--- config.mk ---
export PLATFORM = sky130hd
export DESIGN_NAME = vtlb_xlate
export DESIGN_NICKNAME = d
export VERILOG_FILES = /design/src/rtl/vtlb_xlate.sv
export SDC_FILE = /design/constraint.sdc
export NUM_CORES = 1
export LEC_CHECK = 0
export BUFFER_PORTS_ARGS = -buffer_cell sky130_fd_sc_hd__buf_2
export CAP_MARGIN = 0
export CORE_ASPECT_RATIO = 2
export CORE_UTILIZATION = 40
export DETAILED_ROUTE_END_ITERATION = 12
export PLACE_DENSITY = 0.55
export SYNTH_ARGS = -nofsm -noshare
export SYNTH_HDL_FRONTEND = slang
export SYNTH_SLANG_ARGS = --single-unit
--- constraint.sdc ---
create_clock -name clk -period 4.2 [get_ports clk]
set_clock_uncertainty 0.1 [all_clocks]
set_input_delay 0.84 -clock clk [delete_from_list [all_inputs] [get_ports clk]]
set_output_delay 0.84 -clock clk [all_outputs]
set_load 0.01 [all_outputs]
--- src/rtl/vtlb_xlate.sv ---
module vtlb_xlate #(
  parameter int VA_W  = 15,
  parameter int OFF_W = 7,
  parameter int SET_W = 2,
  parameter int WAYS  = 4,
  parameter int PPN_W = 6,
  parameter int PT_N  = 8
) (
  input  logic                   clk,
  input  logic                   rst_n,
  input  logic                   req,
  input  logic [VA_W-1:0]        va,
  input  logic                   pt_we,
  input  logic [$clog2(PT_N)-1:0] pt_idx,
  input  logic [VA_W-OFF_W-1:0]  pt_vpn,
  input  logic [PPN_W-1:0]       pt_ppn,
  input  logic                   pt_vld,
  output logic                   done,
  output logic [VA_W-OFF_W-1:0]  vpn_o,
  output logic [SET_W-1:0]       idx_o,
  output logic [VA_W-OFF_W-SET_W-1:0] tag_o,
  output logic                   hit,
  output logic                   miss,
  output logic                   fault,
  output logic [PPN_W-1:0]       ppn_o,
  output logic [PPN_W+OFF_W-1:0] pa_o
);
  localparam int VPN_W = VA_W - OFF_W;
  localparam int TAG_W = VPN_W - SET_W;
  localparam int SETS  = 1 << SET_W;
  localparam int WAY_W = (WAYS > 1) ? $clog2(WAYS) : 1;

  logic             tv   [SETS][WAYS];
  logic [TAG_W-1:0] ttag [SETS][WAYS];
  logic [PPN_W-1:0] tppn [SETS][WAYS];
  logic [WAY_W-1:0] rr   [SETS];

  logic             pv   [PT_N];
  logic [VPN_W-1:0] pvpn [PT_N];
  logic [PPN_W-1:0] pppn [PT_N];

  wire [VPN_W-1:0] vpn = va[VA_W-1:OFF_W];
  wire [SET_W-1:0] set = vpn[SET_W-1:0];
  wire [TAG_W-1:0] tag = vpn[VPN_W-1:SET_W];

  logic             t_hit, p_found, p_ok;
  logic [PPN_W-1:0] t_ppn, p_ppn;

  always_comb begin
    t_hit = 1'b0;
    t_ppn = '0;
    for (int w = 0; w < WAYS; w++)
      if (!t_hit && tv[set][w] && ttag[set][w] == tag) begin
        t_hit = 1'b1;
        t_ppn = tppn[set][w];
      end
    p_found = 1'b0;
    p_ok    = 1'b0;
    p_ppn   = '0;
    for (int i = 0; i < PT_N; i++)
      if (!p_found && pvpn[i] == vpn) begin
        p_found = 1'b1;
        p_ok    = pv[i];
        p_ppn   = pppn[i];
      end
  end

  wire             refill  = req && !t_hit && p_ok;
  wire             res_ok  = t_hit || p_ok;
  wire [PPN_W-1:0] res_ppn = t_hit ? t_ppn : (p_ok ? p_ppn : '0);

  always_ff @(posedge clk) begin
    if (!rst_n) begin
      for (int s = 0; s < SETS; s++) begin
        rr[s] <= '0;
        for (int w = 0; w < WAYS; w++) begin
          tv[s][w]   <= 1'b0;
          ttag[s][w] <= '0;
          tppn[s][w] <= '0;
        end
      end
      for (int i = 0; i < PT_N; i++) begin
        pv[i]   <= 1'b0;
        pvpn[i] <= '0;
        pppn[i] <= '0;
      end
    end else begin
      if (refill) begin
        tv[set][rr[set]]   <= 1'b1;
        ttag[set][rr[set]] <= tag;
        tppn[set][rr[set]] <= p_ppn;
        rr[set] <= (rr[set] == WAY_W'(WAYS - 1)) ? '0 : rr[set] + 1'b1;
      end
      if (pt_we) begin
        pv[pt_idx]   <= pt_vld;
        pvpn[pt_idx] <= pt_vpn;
        pppn[pt_idx] <= pt_ppn;
      end
    end
  end

  always_ff @(posedge clk) begin
    if (!rst_n) begin
      done  <= 1'b0;
      vpn_o <= '0;
      idx_o <= '0;
      tag_o <= '0;
      hit   <= 1'b0;
      miss  <= 1'b0;
      fault <= 1'b0;
      ppn_o <= '0;
      pa_o  <= '0;
    end else begin
      done <= req;
      if (req) begin
        vpn_o <= vpn;
        idx_o <= set;
        tag_o <= tag;
        hit   <= t_hit;
        miss  <= !t_hit;
        fault <= !res_ok;
        ppn_o <= res_ppn;
        pa_o  <= res_ok ? {res_ppn, va[OFF_W-1:0]} : '0;
      end
    end
  end

  AST_VPN_FIELD: assert property (@(posedge clk) disable iff (!rst_n)
    done |-> vpn_o == $past(va[VA_W-1:OFF_W]));
  AST_ONE_OUTCOME: assert property (@(posedge clk) disable iff (!rst_n)
    done |-> $countones({hit, miss}) == 1);
  AST_FAULT_NO_XLATE: assert property (@(posedge clk) disable iff (!rst_n)
    (done && fault) |-> (miss && ppn_o == '0 && pa_o == '0));
  AST_PA_OFFSET: assert property (@(posedge clk) disable iff (!rst_n)
    (done && !fault) |-> pa_o == {ppn_o, $past(va[OFF_W-1:0])});
  AST_DONE_TIMING: assert property (@(posedge clk) disable iff (!rst_n)
    req |=> done);
  AST_DONE_IDLE: assert property (@(posedge clk) disable iff (!rst_n)
    !req |=> !done);
endmodule

# Word level (Yosys, flattened, before mapping)
# Memory sizes are Yosys's and may differ from the RTL's.
# Cells that the tools add are included.
[op_classes]
addsub = 1
magnitude_cmp = 2
n_eq_ne = 13
mux = 69
n_bitwise = 1
n_reduce_logical = 37
[ops]
columns = ["cell", "n"]
rows = [
  ["$mux 24", 5],
  ["$mux 6", 16],
  ["$eq 8x8->1", 8],
  ["$reduce_or 24->1", 2],
  ["$mux 1", 32],
  ["$eq 6x6->1", 4],
  ["$logic_and 1x1->1", 17],
  ["$mux 13", 1],
  ["$demux 6 s2", 1],
  ["$logic_not 1->1", 12],
  ["$mux 2", 6],
  ["$mux 4", 3],
  ["$mux 3", 3],
  ["$mux 8", 1],
  ["$reduce_or 8->1", 1],
  ["$reduce_or 6->1", 1],
  ["$reduce_or 4->1", 1],
  ["$ge 3x3->1 const B", 1],
  ["$lt 3x1->1 const B", 1],
  ["$not 2->3", 1],
  ["$add 2x1->2 const B", 1],
  ["$demux 1 s2", 1],
  ["$eq 2x2->1 const B", 1],
  ["$reduce_or 2->1", 1],
  ["2 further kinds", 2],
]
[word_totals]
regBits = 39
ram_bits = 336
input_bits = 37
out_inout_bits = 39
wordCells = 139
mem_count = 7
[mem_list]
columns = ["name", "words", "width", "read_ports", "rd_ports_with_merged_regs", "write_ports", "line_no", "source"]
rows = [
  ["tppn", 4, 24, 1, 0, 4, "35", "logic [PPN_W-1:0] tppn [SETS][WAYS];"],
  ["ttag", 4, 24, 1, 0, 4, "34", "logic [TAG_W-1:0] ttag [SETS][WAYS];"],
  ["pvpn", 8, 8, 8, 0, 8, "39", "logic [VPN_W-1:0] pvpn [PT_N];"],
  ["pppn", 8, 6, 8, 0, 8, "40", "logic [PPN_W-1:0] pppn [PT_N];"],
  ["tv", 4, 4, 1, 0, 4, "33", "logic tv [SETS][WAYS];"],
  ["pv", 8, 1, 8, 0, 8, "38", "logic pv [PT_N];"],
  ["1 more memories", "n/a", "n/a", "n/a", "n/a", "n/a", "n/a", ""],
]

# Logic depth before layout (Yosys ltp)
# Gate-level depths: netlist of run 1.
[depth]
word_depth = 29
ltp_mapped = 16
ltp_nobuf = 9

# Worst setup path after synthesis of run 1
# OpenSTA, ideal clock, no wires.
[synth_timing]
kind = "input-to-reg"
from = "in va[7]"
to = "mem tppn[0][12] (netlist bit), enable pin"
setup_ps = 350
arrival_ps = 3724
required_ps = 3750
setup_slack_ps = 26
path_stages = 11
path_buffers = 6
cell_sequence = "buf_6 buf_2 buf_2 buf_2 buf_2 buf_2 mux4_2 inv_1 ha_1 nand3_1 nand2_1"
[synth_lines]
columns = ["item", "line_no", "source"]
rows = [
  ["start, declared", "12", "input logic [VA_W-1:0] va,"],
  ["end, declared", "35", ""],
]

==> impl_table.tex, run 1 <==
\begin{tabular}{lr}
\hline
Metric & Value \\
\hline
\multicolumn{2}{l}{\textbf{Place}} \\
Dpl hpwl & 32600 µm \\
Total instance count after detailed placement & 1959 \\
DP Worst Slack & -28.5 ps \\
Placed instance area & 18800 µm² \\
Last weighted congestion value of the routability-driven placer & 0.822 \\
Port Buffer Count & 75 \\
\multicolumn{2}{l}{\textbf{Hold path}} \\
Hold Crit Depth & 2 \\
Worst min-delay path category & register to register \\
\multicolumn{2}{l}{\textbf{STA}} \\
Final number of max-transition violations & 0 \\
Worst-case setup margin in the final layout & 537 ps \\
Worst slew margin relative to its limit & 24.2\% \\
Fin crit period & 3660 ps \\
Final worst-path cycle share & 87.2\% \\
Setup repair after global routing missed its margin & false \\
Final setup violation count & 0 \\
Max Fclk & 273 MHz \\
TNS Setup & 0 ps \\
Worst Max-Slew Pin Slew & 1130 ps \\
Endpoints failing hold & 0 \\
\multicolumn{2}{l}{\textbf{Critical path}} \\
WS Path Type & input pin to register \\
Worst EP required & 4380 ps \\
Critical path startpoint category & input pin \\
Register-to-register path setup slack & 900 ps \\
R2R cell count & 10 \\
Biggest fanout along the worst timing path & 26 \\
CP Data Arrival Time & 3850 ps \\
Critical path capture point type & register \\
\multicolumn{2}{l}{\textbf{GRT}} \\
Via count of the first global-routing pass & 10946 \\
Pin count of the biggest net entering global routing & 64 \\
Total global routing track utilization & 20.8\% \\
Global-route wire length before repair & 66200 µm \\
Total gr overflow & 0 \\
Antenna violations before repair & 2 \\
\multicolumn{2}{l}{\textbf{Floorplan}} \\
Core Box Area & 42000 µm² \\
Full die area & 43700 µm² \\
IO Count & 76 \\
Y dimension of the die & 295 µm \\
Effective utilization at floorplan & 40.7\% \\
Count of standard-cell rows & 106 \\
Horizontal extent of the die & 148 µm \\
\multicolumn{2}{l}{\textbf{Drt}} \\
Vias & 10373 \\
Detail Route Antenna Nets & 0 \\
Ratio of routed vias to standard cells & 5.13 \\
Number of DRC markers after the initial detailed-route iteration & 452 \\
Wirelength per Cell & 21.7 µm \\
DRC violation count after routing & 0 \\
Length of the first detailed-routing pass in iterations & 7 \\
Detailed Route WL & 44000 µm \\
\multicolumn{2}{l}{\textbf{Synthesis}} \\
Mean cell area of the mapped netlist & 13.0 µm² \\
Mapped Cells & 1316 \\
Async SR Flop Fraction & 0\% \\
Total number of yosys warnings & 0 \\
Count of distinct cell types in the synthesized netlist & 69 \\
Number of flip-flops and latches in the synthesized netlist & 367 \\
Proportion of synthesized chip area in sequential cells & 61.2\% \\
Mapped Area & 17100 µm² \\
Synth Flop Type & edfxtp\_1 \\
Syn Nets & 1357 \\
Number of synthesized flops with an enable pin & 312 \\
\multicolumn{2}{l}{\textbf{Layout}} \\
Commonest cells after routing, fill and taps aside & edfxtp\_1, and2\_1, nand2\_1 \\
Final net count & 1498 \\
Final std cell area, no fill & 19900 µm² \\
Post-synthesis to final-layout area growth & 16.2\% \\
Non-filler cells in the finished layout & 2022 \\
Number of antenna cells inserted & 0 \\
Share of post-route cells with drive strength above 1 & 22.5\% \\
Leading cell type in the layout, fill and taps excluded & edfxtp\_1 \\
\multicolumn{2}{l}{\textbf{Clock network}} \\
Hold bufs inserted after CTS & 0 \\
Clk Tree Root Cell & clkbuf\_16 \\
Number of buffers inserted to repair setup after CTS & 0 \\
Clock input transition at the sequential cells of the worst setup and hold paths & 60 ps \\
Clock tree from TritonCTS & yes \\
Number of buffers inserted during clock tree synthesis & 36 \\
Clk sink count & 367 \\
Clock Latency Late Sink & 530 ps \\
Number of H-tree levels & 2 \\
\# resized after CTS & 0 \\
Max clock buf depth & 3 \\
\multicolumn{2}{l}{\textbf{Pwr}} \\
Power density over the cells & 393 nW/µm² \\
Largest vdd supply drop & 0.239 mV \\
Static Leak & 7.56 nW \\
\multicolumn{2}{l}{\textbf{Flow run}} \\
\# Max-Cap Violations & 0 \\
\multicolumn{2}{l}{\textbf{Outcome}} \\
Status & finished, final reports clean \\
\hline
\end{tabular}
-- through the flow --
step	util, %	hold WS, ps	total power [mW]
5_1_grt	47.3	352	8.05
3_3_place_gp	44.7	326	4.85
4_1_cts	47.3	342	7.90
3_5_place_dp	44.7	330	4.86
6_report	47.3	339	7.82
2_1_floorplan	-	312	4.58
-- cell type report --
class                      count  area [µm²]
fill                        3735       22200
timing repair buffer         193        1520
sequential                   367       10500
clock buffer                  47         967
inverter                      14        52.6
clock inverter                16         104
multi-input combinational    845        6090
tap                          540         676
-- power by group --
group          internal, mW  switching, mW
sequential             4.09         0.0531
combinational         0.250          0.376
clock                  1.69           1.36
total                  6.03           1.79
-- cell families after synthesis --
family / after synthesis / synth area share [%]
and+or+nand+nor: 574 / 18.8
DFF: 367 / 61.2
buffers and inverters: 104 / 3.22
AOI/OAI and AO/OA: 99 / 4.09
xor gates and xnor gates: 88 / 4.55
muxes: 80 / 7.91
adders and majority gates: 4 / 0.292
-- cells in the mapped netlist, drive strengths merged, types with 4 or more instances --
cell type  count  area share, %
a211oi         8           0.38
a21oi          7           0.20
a221o          4           0.23
a22o           8           0.41
a31oi          5           0.18
and2         248            9.1
and3          25            1.3
buf           45            1.9
clkbuf        45           0.99
dfxtp         55            6.4
edfxtp       312             55
ha             4           0.29
inv           14           0.31
mux2          12           0.79
mux2i         25            1.5
mux4          43            5.7
nand2        103            2.3
nand2b        11           0.40
nand3         33            1.3
nand4         11           0.40
nor2          95            2.1
nor2b         12           0.44
nor3          12           0.42
nor4          14           0.64
o21a           5           0.22
o21ai         31           0.91
o22ai          8           0.29
xnor2         39            2.0
xor2          49            2.6
-- registers in the layout, summed over array words and instances (netlist names), 8 cells and up --
signal and cells:
tv 16, ttag 96, rr 8, pa_o 13, vpn_o 8, pvpn 64
pv 8, tppn 96, pppn 48
-- worst max-delay path, stage by stage --
cell and delay [ps]:
buf_4 420, buf_4 300, mux4_2 320, xnor2_1 190
nand4_1 120, or3_1 470, nand2_1 140, nor3_4 50
and4_4 280, buf_4 200, and3_1 250, and2_1 200
-- worst paths after layout --
path / endpoint / start
worst max-delay path: ttag[3][21] / va[8]
worst max register to register: ttag[3][22] / pvpn[7][6]
worst min register to register: tv[0][1] / tv[0][1]
worst min-delay path: tv[0][1] / tv[0][1]
-- layer usage --
| layer | global-route usage (%) | share of wire, % | wire length (µm) | up-vias |
|---|---|---|---|---|
| li1 | - | - | - | 4964 |
| met5 | 0 | 0 | 0 | - |
| met2 | 43.4 | 60 | 26400 | 194 |
| met1 | 19.4 | 33 | 14500 | 5134 |
| met3 | 2.03 | 2.6 | 1120 | 81 |
| met4 | 9.98 | 4.6 | 2010 | 0 |
Power figures use the tool's default switching activity.
==> run 2: changes to the inputs <==
Settings changed: BUFFER_PORTS_ARGS -buffer_cell sky130_fd_sc_hd__buf_2 to -buffer_cell sky130_fd_sc_hd__clkbuf_2.
==> run 2 against run 1 <==
Net effect:
- clock-buffer cell count is 2 lower
- global-route usage is 0.70 points higher
- utilization is 0.55 points higher
- clock power is 6% higher
- largest cell class unchanged
==> impl_table.tex, run 2 (synthesized netlist as in run 1, its figures left out) <==
\begin{tabular}{lr}
\hline
Metric & Value \\
\hline
\multicolumn{2}{l}{\textbf{Outcome}} \\
Status & finished, final reports clean \\
\multicolumn{2}{l}{\textbf{Place}} \\
Placed instance area & 19000 µm² (+0.78\%) \\
Dpl hpwl & 33700 µm (+3.5\%) \\
Last weighted congestion value of the routability-driven placer & 0.808 (-1.7\%) \\
Port Buffer Count & 75 (unchanged) \\
\multicolumn{2}{l}{\textbf{Critical path}} \\
CP Data Arrival Time & 4110 ps (+260 ps) \\
Critical register-to-register path startpoint & ttag[2][15] \\
Worst EP required & 4500 ps (+120 ps) \\
Critical path startpoint category & input pin \\
Endpoint of the worst-slack reg-to-reg timing path & pa\_o[10] \\
Critical path capture point type & register \\
Critical path launch point & va[8] \\
WS Path Type & input pin to register \\
Biggest fanout along the worst timing path & 13 (-50\%) \\
R2R cell count & 8 (-2) \\
Register-to-register path setup slack & 890 ps (about the same) \\
Endpoint of the worst setup timing path & pa\_o[10] \\
\multicolumn{2}{l}{\textbf{Clock network}} \\
Number of H-tree levels & 2 (unchanged) \\
Clock Latency Late Sink & 530 ps (about the same) \\
Clock tree from TritonCTS & yes \\
Hold bufs inserted after CTS & 0 (unchanged) \\
Number of buffers inserted to repair setup after CTS & 0 (unchanged) \\
Clk Tree Root Cell & clkbuf\_16 \\
Clk sink count & 367 (unchanged) \\
Number of buffers inserted during clock tree synthesis & 35 (-2.8\%) \\
Max clock buf depth & 3 (unchanged) \\
Clock input transition at the sequential cells of the worst setup and hold paths & 60 ps (about the same) \\
\# resized after CTS & 0 (unchanged) \\
\multicolumn{2}{l}{\textbf{Pwr}} \\
Internal power consumption & 6.24 mW (+3.5\%) \\
Static Leak & 7.66 nW (+1.3\%) \\
Largest vdd supply drop & 0.337 mV (+41\%) \\
Clock network fraction of total power & 40.4\% (+1.4 points) \\
Switching power summed over all nets & 1.79 mW (+0.15\%) \\
Sequential power share & 51.6\% (-1.4 points) \\
Switching power as a share of total power & 22.3\% (-0.57 points) \\
Power density over the cells & 399 nW/µm² (+1.5\%) \\
Comb pwr share & 8.0\% (about the same) \\
\multicolumn{2}{l}{\textbf{GRT}} \\
Pin count of the biggest net entering global routing & 67 (+4.7\%) \\
Global routing usage on met3 & 2.41\% (+0.39 points) \\
GRT Max-Usage Layer & met2 \\
Via count of the first global-routing pass & 11122 (+1.6\%) \\
Met1 GRT Util & 19.9\% (+0.50 points) \\
Routing usage on met2 & 44.3\% (+0.93 points) \\
Total global routing track utilization & 21.5\% (+0.70 points) \\
Antenna violations before repair & 0 (-2) \\
Global-route wire length before repair & 67700 µm (+2.3\%) \\
Total gr overflow & 0 (unchanged) \\
\multicolumn{2}{l}{\textbf{Layout}} \\
Number of antenna cells inserted & 0 (unchanged) \\
Post-synthesis to final-layout area growth & 17.5\% \\
Post-route core utilization & 47.8\% (+0.55 points) \\
Register cell area after layout & 10500 µm² (unchanged) \\
Final std cell area, no fill & 20100 µm² (+1.2\%) \\
Share of post-route cells with drive strength above 1 & 23.2\% (+0.76 points) \\
Leading cell type in the layout, fill and taps excluded & edfxtp\_1 \\
Multi-input gate area & 6090 µm² (unchanged) \\
Final net count & 1510 (+0.80\%) \\
Commonest cells after routing, fill and taps aside & edfxtp\_1, and2\_1, buf\_4 \\
Total of fill cells in the finished design & 3744 (+0.24\%) \\
Largest registers & tppn: 96 flops, ttag: 96 flops, pvpn: 64 flops \\
\multicolumn{2}{l}{\textbf{STA}} \\
Max Fclk & 262 MHz (-3.9\%) \\
Endpoints failing hold & 0 (unchanged) \\
Final number of max-transition violations & 0 (unchanged) \\
Final worst-path cycle share & 90.8\% (+3.5 points) \\
Worst slew margin relative to its limit & 22.7\% (-1.5 points) \\
Worst Max-Slew Pin Slew & 1150 ps (+16.3 ps) \\
Setup repair after global routing missed its margin & false \\
Final setup violation count & 0 (unchanged) \\
Fin crit period & 3810 ps (+149 ps) \\
\multicolumn{2}{l}{\textbf{Drt}} \\
Detailed Route WL & 45600 µm (+3.6\%) \\
Ratio of routed vias to standard cells & 5.18 (+0.94\%) \\
Vias & 10533 (+1.5\%) \\
DRC violation count after routing & 0 (unchanged) \\
Detail Route Antenna Nets & 0 (unchanged) \\
Length of the first detailed-routing pass in iterations & 5 (-2) \\
Wirelength per Cell & 22.4 µm (+3.0\%) \\
Number of DRC markers after the initial detailed-route iteration & 460 (+1.8\%) \\
\multicolumn{2}{l}{\textbf{Floorplan}} \\
Horizontal extent of the die & 148 µm (unchanged) \\
Core Box Area & 42000 µm² (unchanged) \\
Y dimension of the die & 295 µm (unchanged) \\
IO Count & 76 (unchanged) \\
Effective utilization at floorplan & 40.7\% (unchanged) \\
Full die area & 43700 µm² (unchanged) \\
Count of standard-cell rows & 106 (unchanged) \\
\multicolumn{2}{l}{\textbf{Hold path}} \\
Worst min-delay path category & register to register \\
\multicolumn{2}{l}{\textbf{Flow run}} \\
\# Max-Cap Violations & 0 (unchanged) \\
\hline
\end{tabular}
==> run 2: worst min-delay path by stage <==
stage	to	cells past startpoint	start
after floorplan	tv[0][2]	2	tv[0][2]
after global placement	tv[1][0]	2	tv[1][0]
after detailed placement	tv[1][2]	2	tv[1][2]
after CTS	tv[1][2]	2	tv[1][2]
after global routing	tv[1][1]	2	tv[1][1]
final	tv[3][0]	2	tv[3][0]
==> run 2: layout make-up <==
cell class	instances	share of cell area, %
Sequential cell	367	52.1
Multi-Input combinational cell	845	30.3
Timing Repair Buffer	206	8.28
Clock buffer	45	4.85
Tap cell	540	3.36
Clock inverter	17	0.890
Inverter	14	0.261
==> run 2: power groups by stage <==
stage          Combinational (mW)  Clock, mW  Sequential (mW)
6_report                    0.644       3.24             4.14
3_3_place_gp                0.652          0             4.22
2_1_floorplan               0.369          0             4.21
3_5_place_dp                0.656          0             4.23
4_1_cts                     0.658       3.31             4.15
5_1_grt                     0.692       3.43             4.16
==> run 2: metal layers <==
| metal | part of all wire (%) | vias to the layer above |
|---|---|---|
| li1 | - | 4994 |
| met3 | 2.7 | 104 |
| met4 | 5.2 | 0 |
| met2 | 59 | 226 |
| met1 | 33 | 5209 |
| met5 | 0 | - |
==> run 2: worst max-delay path: stages <==
cell and delay [ps]:
buf_4 290, buf_4 210, mux2_2 340, nand2b_1 140, mux4_2 510, a211oi_1 590
nor4_1 300, a221o_1 420, a221oi_1 370, nor2_1 90
==> run 2: through the flow <==
stage	power (mW)	TNS, ps	hold WS (ps)	setup slack, ps	instances
global placement	4.87	-39.0	326	-20.1	1972
floorplan	4.58	0	312	25.8	1316
CTS	8.11	0	342	455	2034
global route	8.28	0	359	392	2034
finish	8.03	0	341	388	2034
detailed placement	4.88	-448	331	-97.5	1972
